<file path="src/rtl/evt_arb_pkg.sv">
package evt_arb_pkg;

  localparam int EVT_N = 6;

  // Grant bit positions; the order is the service priority.
  localparam int EV_RST  = 0;
  localparam int EV_FLSH = 1;
  localparam int EV_SMI  = 2;
  localparam int EV_NMI  = 3;
  localparam int EV_INTR = 4;
  localparam int EV_STPC = 5;

  // Next value of an edge-captured pending latch.
  function automatic logic pend_next(input logic cur, input logic clr,
                                     input logic take, input logic edge_seen,
                                     input logic active, input logic hold_busy);
    if (clr || take)                          pend_next = 1'b0;
    else if (edge_seen && (hold_busy || !active)) pend_next = 1'b1;
    else                                      pend_next = cur;
  endfunction

  // Next value of a handler-active (nesting) flag.
  function automatic logic active_next(input logic cur, input logic clr,
                                       input logic take, input logic leave);
    if (clr)        active_next = 1'b0;
    else if (take)  active_next = 1'b1;
    else if (leave) active_next = 1'b0;
    else            active_next = cur;
  endfunction

endpackage

</file>
<file path="src/rtl/evt_nest_track.sv">
module evt_nest_track
  import evt_arb_pkg::*;
#(
  parameter bit HOLD_BUSY = 1'b1
) (
  input  logic clk,
  input  logic rst_n,
  input  logic clr,
  input  logic req,
  input  logic take,
  input  logic leave,
  output logic eligible,
  output logic active,
  output logic pending
);

  logic req_prev;
  logic rise;

  assign rise     = req & ~req_prev;
  assign eligible = (pending | rise) & ~active;

  always_ff @(posedge clk or negedge rst_n) begin
    if (!rst_n) begin
      req_prev <= 1'b0;
      pending  <= 1'b0;
      active   <= 1'b0;
    end else begin
      req_prev <= req;
      pending  <= pend_next(pending, clr, take, rise, active, HOLD_BUSY);
      active   <= active_next(active, clr, take, leave);
    end
  end


  no_take_while_busy_chk: assert property (@(posedge clk) disable iff (!rst_n)
    take |-> !active);


  clr_empties_chk: assert property (@(posedge clk) disable iff (!rst_n)
    clr |=> (!active && !pending));


  busy_until_leave_chk: assert property (@(posedge clk) disable iff (!rst_n)
    (active && !leave && !clr) |=> active);

endmodule

</file>
<file path="src/rtl/evt_prio_pick.sv">
module evt_prio_pick #(
  parameter int N = 6
) (
  input  logic [N-1:0] req,
  output logic [N-1:0] gnt
);

  logic [N-1:0] above;

  assign above[0] = 1'b0;
  assign gnt[0]   = req[0];

  for (genvar i = 1; i < N; i++) begin : g_chain
    assign above[i] = above[i-1] | req[i-1];
    assign gnt[i]   = req[i] & ~above[i];
  end


  always_comb begin
    pick_onehot_chk: assert ($onehot0(gnt));
  end

endmodule

</file>
<file path="src/rtl/evt_arbiter.sv">
module evt_arbiter
  import evt_arb_pkg::*;
#(
  parameter int GNT_W = EVT_N
) (
  input  logic             clk,
  input  logic             rst_n,
  input  logic             bnd,
  input  logic             rst_req,
  input  logic             flush_req,
  input  logic             smi_req,
  input  logic             nmi_req,
  input  logic             intr_req,
  input  logic             stpclk_req,
  input  logic             iret,
  input  logic             rsm,
  input  logic             ie_load,
  input  logic             ie_value,
  output logic [GNT_W-1:0] gnt_vec,
  output logic             gnt_vld
  ,output logic            ie_flag
);

  logic [GNT_W-1:0] cand;
  logic [GNT_W-1:0] pick;
  logic [GNT_W-1:0] take;
  logic             smi_elig, smi_busy, smi_pend;
  logic             nmi_elig, nmi_busy, nmi_pend;
  logic             nmi_taken;
  logic             ie_q;
  logic [GNT_W-1:0] gnt_q;
  logic             vld_q;

  evt_nest_track #(.HOLD_BUSY(1'b0)) u_smi (
    .clk(clk), .rst_n(rst_n), .clr(rst_req), .req(smi_req),
    .take(take[EV_SMI]), .leave(rsm),
    .eligible(smi_elig), .active(smi_busy), .pending(smi_pend)
  );

  evt_nest_track #(.HOLD_BUSY(1'b1)) u_nmi (
    .clk(clk), .rst_n(rst_n), .clr(rst_req), .req(nmi_req),
    .take(take[EV_NMI]), .leave(iret),
    .eligible(nmi_elig), .active(nmi_busy), .pending(nmi_pend)
  );

  always_comb begin
    cand          = '0;
    cand[EV_RST]  = rst_req;
    cand[EV_FLSH] = flush_req;
    cand[EV_SMI]  = smi_elig;
    cand[EV_NMI]  = nmi_elig;
    cand[EV_INTR] = intr_req & ie_q;
    cand[EV_STPC] = stpclk_req;
  end

  evt_prio_pick #(.N(GNT_W)) u_pick (
    .req(cand),
    .gnt(pick)
  );

  assign take      = bnd ? pick : '0;
  assign nmi_taken = take[EV_NMI];

  always_ff @(posedge clk or negedge rst_n) begin
    if (!rst_n) begin
      ie_q  <= 1'b0;
      gnt_q <= '0;
      vld_q <= 1'b0;
    end else begin
      if (rst_req || nmi_taken) ie_q <= 1'b0;
      else if (ie_load)         ie_q <= ie_value;
      gnt_q <= take;
      vld_q <= |take;
    end
  end

  assign gnt_vec = gnt_q;
  assign gnt_vld = vld_q;
  assign ie_flag = ie_q;


  grant_shape_chk: assert property (@(posedge clk) disable iff (!rst_n)
    (gnt_vld == (|gnt_vec)) && $onehot0(gnt_vec));


  grant_on_boundary_chk: assert property (@(posedge clk) disable iff (!rst_n)
    gnt_vld |-> $past(bnd));


  intr_below_chk: assert property (@(posedge clk) disable iff (!rst_n)
    gnt_vec[EV_INTR] |-> $past(!rst_req && !flush_req && !smi_elig && !nmi_elig));


  nmi_masks_intr_chk: assert property (@(posedge clk) disable iff (!rst_n)
    gnt_vec[EV_NMI] |-> !ie_flag);


  intr_needs_ie_chk: assert property (@(posedge clk) disable iff (!rst_n)
    gnt_vec[EV_INTR] |-> $past(ie_q));


  flush_keeps_nest_chk: assert property (@(posedge clk) disable iff (!rst_n)
    (take[EV_FLSH] && !iret && !rsm) |=> ($stable(nmi_busy) && $stable(smi_busy)));


  smi_drop_chk: assert property (@(posedge clk) disable iff (!rst_n)
    (smi_busy && !smi_pend) |=> !smi_pend);

endmodule

</file>
<file path="config.mk">
export PLATFORM = sky130hd
export DESIGN_NAME = evt_arbiter
export DESIGN_NICKNAME = d
export VERILOG_FILES = /design/src/rtl/evt_arb_pkg.sv /design/src/rtl/evt_nest_track.sv /design/src/rtl/evt_prio_pick.sv /design/src/rtl/evt_arbiter.sv
export SDC_FILE = /design/constraint.sdc
export NUM_CORES = 1
export LEC_CHECK = 0
export ABC_AREA = 1
export BUFFER_PORTS_ARGS = -buffer_cell sky130_fd_sc_hd__buf_2
export CELL_PAD_IN_SITES_DETAIL_PLACEMENT = 1
export CELL_PAD_IN_SITES_GLOBAL_PLACEMENT = 2
export CORE_AREA = 2 2 48 50
export CTS_CLUSTER_DIAMETER = 150
export DETAILED_ROUTE_END_ITERATION = 7
export DIE_AREA = 0 0 50 52
export GPL_TIMING_DRIVEN = 0
export PLACE_DENSITY_LB_ADDON = 0.1
export SLEW_MARGIN = 20
export SYNTH_ARGS = -nofsm -noshare
export SYNTH_HDL_FRONTEND = slang
export SYNTH_SLANG_ARGS = --single-unit
</file>
<file path="constraint.sdc">
create_clock -name clk -period 2.44 [get_ports clk]
set_input_delay 0.732 -clock clk [delete_from_list [all_inputs] [get_ports clk]]
set_output_delay 0.732 -clock clk [all_outputs]
set_load 0.02 [all_outputs]
</file>
==> flow_summary_export.csv, run 1 <==
group,metric,value,unit
status,status,"complete, no violations",
timing,whs,0.339,ns
layout,final_cell_mix,"buf_2, dfrtp_1, nand2_1",
place,place_ws,0.918,ns
timing,drv_slew,0,
cts,clk_latency,0.27,ns
timing,setup_viol,0,
min_path,worstHoldPathType,"in2async",
route,drtAntennaViolNets,0,
global_route,grtUsageTotal,10.6,%
cts,clkTransAtPathRegs,0.08,ns
cts,cts_tree,"built",
power,p_leak,0.425,nW
critical_path,crit_path_end_kind,"output pin",
logic_synthesis,synth_cells,61,
logic_synthesis,synthArstFlopShare,100,%
logic_synthesis,yosys_warnings,0,
timing,worst_pin_slew,0.308,ns
route,via_count,466,
floorplan,core-area,2110,µm²
floorplan,rows,17,
logic_synthesis,avgSynthCellArea,9.62,µm²
cts,cts.repair.resized,0,
power,p_per_area,581,nW/µm²
cts,numCtsBuffers,3,
layout,num-fill-cells,264,
global_route,first_global_vias,495,
logic_synthesis,ys_seq_area_share,59.7,%
layout,final_common_cell,"buf_2",
global_route,grt_max_degree,15,
place,finalWeightedCongestion,0.719,
layout,final_nets,99,
critical_path,worstPathCellList,"buf_2",
cts,cts-root-buf,"clkbuf_4",
floorplan,start_util,27.9,%
logic_synthesis,synth_edf_count,0,
critical_path,path_delay_family,"flip-flops",
timing,period_needed,1.59,ns
critical_path,crit_cells,1,
route,dr.pass1.iters,2,
timing,rsz0062_at_grt,"no",
route,wl_per_cell,10.5,µm
floorplan,die-area,2600,µm²
layout,drive_above_1_share,38.1,%
place,hpwl,960,µm
power,p_total,0.000433,W
critical_path,path_class,"reg2out",
critical_path,cp_slowest_cell,"dfrtp_1",
cts,clock_sinks,14,
layout,post-route-util,35.4,%
layout,syn_to_final_growth,26.9,%
floorplan,die_h,52,µm
critical_path,cp.required,1.71,ns
critical_path,rr_worst_depth,6,
timing,setup_ws,0.849,ns
logic_synthesis,synth_flop_cell,"dfrtp_1",
timing,hold_viol_final,0,
floorplan,num_io_pins,21,
floorplan,die_w,50,µm
logic_synthesis,syn-cell-area,587,µm²
route,via_per_inst,4.16,
timing,maxSlewHeadroom,79.5,%
critical_path,worstPathArrival,0.86,ns
timing,min_period_over_period,65.2,%
run,max_cap_viol_count,0,
timing,timing.fmax,629,MHz
logic_synthesis,synth_nets,74,
timing,fin_skew,0.00193,ns
critical_path,path_buf_inv,1,
cts,postCtsHoldBufs,0,
cts,clockBufferDepth,2,
timing,setup_tns,0,ns
cts,postCtsSetupBuffers,0,
place,io_buffers,20,
critical_path,path_max_fanout,4,
global_route,overflow,0,
critical_path,cpPeakStageDelay,0.42,ns
route,route.detailed.drc,0,
logic_synthesis,ys_seq_elements,14,
logic_synthesis,synth_cell_type_count,16,
power,peakVddDrop,0.275,mV
global_route,antenna_found_initial,0,
route,routed_wl,1.18,mm
layout,diodes,0,
critical_path,critPathLaunchType,"flip-flop",
route,drt_iter0_drc,5,
cts,htree_levels,1,
global_route,grt_pass1_wl,1.97,mm
## per-layer routing
| metal | GRT usage [%] | part of all wire [%] | up-vias |
|---|---|---|---|
| li1 | - | - | 234 |
| met1 | 11.9 | 45 | 221 |
| met2 | 17.3 | 48 | 9 |
| met3 | 2.59 | 5.4 | 2 |
| met4 | 8.33 | 1.0 | 0 |
| met5 | 0 | 0 | - |
## registers in the layout (all words and copies together) (netlist names)
name	cells
u_smi.active	1
u_nmi.active	1
gnt_vld	1
u_nmi.req_prev	1
gnt_vec	6
u_nmi.pending	1
u_smi.req_prev	1
ie_flag	1
u_smi.pending	1
## final timing paths
| kind | from | end | slack (ns) |
|---|---|---|---|
| min reg2reg | u_smi.pending$_DFFE_PN0P_ | u_smi.pending$_DFFE_PN0P_ | 0.55 |
| min | rst_n | gnt_vec[3]$_DFF_PN0_ | 0.34 |
| max | ie_flag$_DFFE_PN0P_ | ie_flag | 0.85 |
| max reg2reg | u_smi.active$_DFFE_PN0P_ | u_smi.pending$_DFFE_PN0P_ | 1.43 |
| min in group clk | u_smi.pending$_DFFE_PN0P_ | u_smi.pending$_DFFE_PN0P_ | 0.55 |
| max in group asynchronous | rst_n | u_smi.pending$_DFFE_PN0P_ | 1.87 |
## logic make-up (layout without fill, tap and decap cells)
group | count (synthesis) | after routing | share of synthesized area [%]
simple gates | 28 | 28 | 22.8
flops | 14 | 14 | 59.7
buf+inv | 12 | 35 | 7.68
compound gates | 6 | 6 | 8.10
mux | 1 | 1 | 1.71
## synthesized netlist by cell type, types with 2 or more instances
master	number	share of area (%)
nand2_1	13	8.3
a21oi_1	2	1.7
inv_1	9	5.8
nor3_2	2	3.4
inv_2	3	1.9
nor2_1	6	3.8
nand3_1	4	3.4
dfrtp_1	14	60
## per-stage QoR
step	instance area [µm²]	cells
3_5_place_dp	722	109
5_1_grt	744	112
2_1_floorplan	587	61
3_3_place_gp	722	109
4_1_cts	744	112
6_report	744	112
## cell type report
cell class,instances,area [µm²],share of cell area (%)
tap,28,35.0,4.71
timing repair buffer,20,100,13.4
inverter,12,45.0,6.05
clock buffer,3,22.5,3.03
sequential,14,350,47.1
multi-input combinational,35,191,25.7
## report_power, final
group          switching (W)  internal [W]
combinational      0.0000389     0.0000229
clock              0.0000682     0.0000571
sequential        0.00000417      0.000242
Power figures use the tool's default switching activity.
==> run 2, diff against run 1 <==
--- a/config.mk
+++ b/config.mk
@@ -9,10 +9,10 @@
 export BUFFER_PORTS_ARGS = -buffer_cell sky130_fd_sc_hd__buf_2
 export CELL_PAD_IN_SITES_DETAIL_PLACEMENT = 1
 export CELL_PAD_IN_SITES_GLOBAL_PLACEMENT = 2
-export CORE_AREA = 2 2 48 50
+export CORE_AREA = 2 2 53 55
 export CTS_CLUSTER_DIAMETER = 150
 export DETAILED_ROUTE_END_ITERATION = 7
-export DIE_AREA = 0 0 50 52
+export DIE_AREA = 0 0 55 57
 export GPL_TIMING_DRIVEN = 0
 export PLACE_DENSITY_LB_ADDON = 0.1
 export SLEW_MARGIN = 20
==> constraint.sdc (replaced) <==
create_clock -name clk -period 1.43 [get_ports clk]
set_input_delay 0.429 -clock clk [delete_from_list [all_inputs] [get_ports clk]]
set_output_delay 0.429 -clock clk [all_outputs]
set_load 0.02 [all_outputs]
==> run 2 against run 1 <==
  * Worst hold slack worse by 0.31 ns
  * Utilization down 6.2 points
  * Non-clock buffer count unchanged
  * Die area up 21%
  * Clock skew up 0.0018 ns
  * Critical path type unchanged
  * Clock-buffer cell count up 1
  * Critical path depth unchanged
  * Global-route usage down 0.64 points
==> flow_summary_export.csv, run 2 (synthesis gave the netlist of run 1 again) <==
group,metric,value,unit
status,status,"complete, no violations",
timing,maxSlewHeadroom,77.9,%
place,hpwl,994,µm
layout,final_common_cell,"buf_2",
min_path,worstHoldPathType,"in2async",
critical_path,r2r_slack,0.41,ns
run,max_cap_viol_count,0,
cts,cts-root-buf,"clkbuf_4",
critical_path,r2r-start,"u_smi.active$_DFFE_PN0P_",
layout,num-fill-cells,329,
critical_path,path_class,"reg2out",
global_route,grtUsageTotal,10.0,%
route,via_count,476,
global_route,grt_pass1_wl,2.17,mm
timing,timing.fmax,770,MHz
layout,largest_reg_flops,6,
global_route,overflow,0,
cts,clockBufferDepth,2,
route,routed_wl,1.27,mm
floorplan,die-area,3140,µm²
cts,cts_tree,"built",
route,wl_per_cell,10.9,µm
floorplan,num_io_pins,21,
route,wl_met3,59,µm
route,via_per_inst,4.10,
route,routedLengthMet1,573,µm
cts,clk_latency,0.28,ns
place,finalWeightedCongestion,0.663,
layout,final_cell_mix,"buf_2, dfrtp_1, nand2_1",
critical_path,cp_slowest_cell,"dfrtp_1",
timing,setup_viol,0,
timing,setup_tns,0,ns
critical_path,cpPeakStageDelay,0.42,ns
critical_path,rr_worst_depth,6,
cts,postCtsSetupBuffers,0,
route,route.detailed.drc,0,
layout,drive_above_1_share,38.8,%
timing,rsz0062_at_grt,"no",
critical_path,critPathLaunchType,"flip-flop",
timing,hold_viol_final,0,
timing,period_needed,1.30,ns
route,drtAntennaViolNets,0,
critical_path,reg2reg_to,"u_smi.pending$_DFFE_PN0P_",
route,met2_length,614,µm
critical_path,path_buf_inv,1,
global_route,grt_max_degree,15,
timing,drv_slew,0,
timing,fin_skew,0.00369,ns
power,p_per_area,1070,nW/µm²
power,peakVddDrop,0.375,mV
cts,clkTransAtPathRegs,0.09,ns
global_route,antenna_found_initial,0,
critical_path,worstPathCellList,"buf_2",
layout,post-route-util,29.1,%
critical_path,crit_path_end_kind,"output pin",
critical_path,path_delay_family,"flip-flops",
cts,cts.repair.resized,0,
floorplan,die_w,55,µm
power,p_leak,0.432,nW
critical_path,path_max_fanout,4,
cts,htree_levels,1,
global_route,first_global_vias,470,
cts,postCtsHoldBufs,0,
route,drt_iter0_drc,4,
route,top_layer,"met4",
floorplan,rows,19,
timing,worst_pin_slew,0.331,ns
cts,clock_sinks,14,
place,io_buffers,20,
critical_path,worstPathArrival,0.87,ns
timing,min_period_over_period,90.8,%
critical_path,cp.required,1.00,ns
floorplan,core-area,2620,µm²
layout,diodes,0,
layout,syn_to_final_growth,29.9,%
cts,numCtsBuffers,3,
layout,final_nets,99,
floorplan,die_h,57,µm
route,dr.pass1.iters,2,
floorplan,start_util,22.4,%
run 2: cell types whose count changed in the layout (fill, tap and decap cells not counted), sizes merged:
cell    before  now
clkbuf       3    4
run 2: layout make-up:
type | instances | area (µm²) | area share, %
multi-input combinational | 35 | 191 | 25.1
sequential | 14 | 350 | 46.0
tap | 31 | 38.8 | 5.09
inverter | 12 | 45.0 | 5.91
timing repair buffer | 20 | 100 | 13.1
clock buffer | 4 | 36.3 | 4.76
run 2: power breakdown:
group          total (W)  switching [W]  internal, W
Sequential      0.000419     0.00000665     0.000412
Combinational   0.000107      0.0000680    0.0000390
Clock           0.000288       0.000133     0.000155
Total           0.000814       0.000208     0.000606
run 2: per-stage QoR:
stage	std cells	hold WS [ns]	worst slack [ns]	area, µm²	total power, W
final	116	0.0339	0.132	762	0.000814
after global routing	116	0.0390	0.0634	762	0.000868
after CTS	116	0.0361	0.105	762	0.000837
after detailed placement	112	0.355	0.214	726	0.000537
after global placement	112	0.355	0.191	726	0.000536
after floorplan	61	0.133	0.474	587	0.000486
run 2: worst max-delay path by stage:
stage / startpoint / to / slack (ns) / cells past startpoint
6_report: ie_flag$_DFFE_PN0P_ / ie_flag / 0.13 / 1
5_1_grt: ie_flag$_DFFE_PN0P_ / ie_flag / 0.06 / 1
4_1_cts: ie_flag$_DFFE_PN0P_ / ie_flag / 0.11 / 1
3_5_place_dp: rst_req / u_smi.pending$_DFFE_PN0P_ / 0.21 / 5
3_3_place_gp: rst_req / u_smi.pending$_DFFE_PN0P_ / 0.19 / 5
2_1_floorplan: rst_req / ie_flag$_DFFE_PN0P_ / 0.47 / 4
run 2: routing by layer:
layer | GRT usage [%] | vias up
met3 | 2.36 | 2
met4 | 6.27 | 0
met2 | 14.1 | 10
met1 | 13.5 | 228
met5 | 0 | -
li1 | - | 236
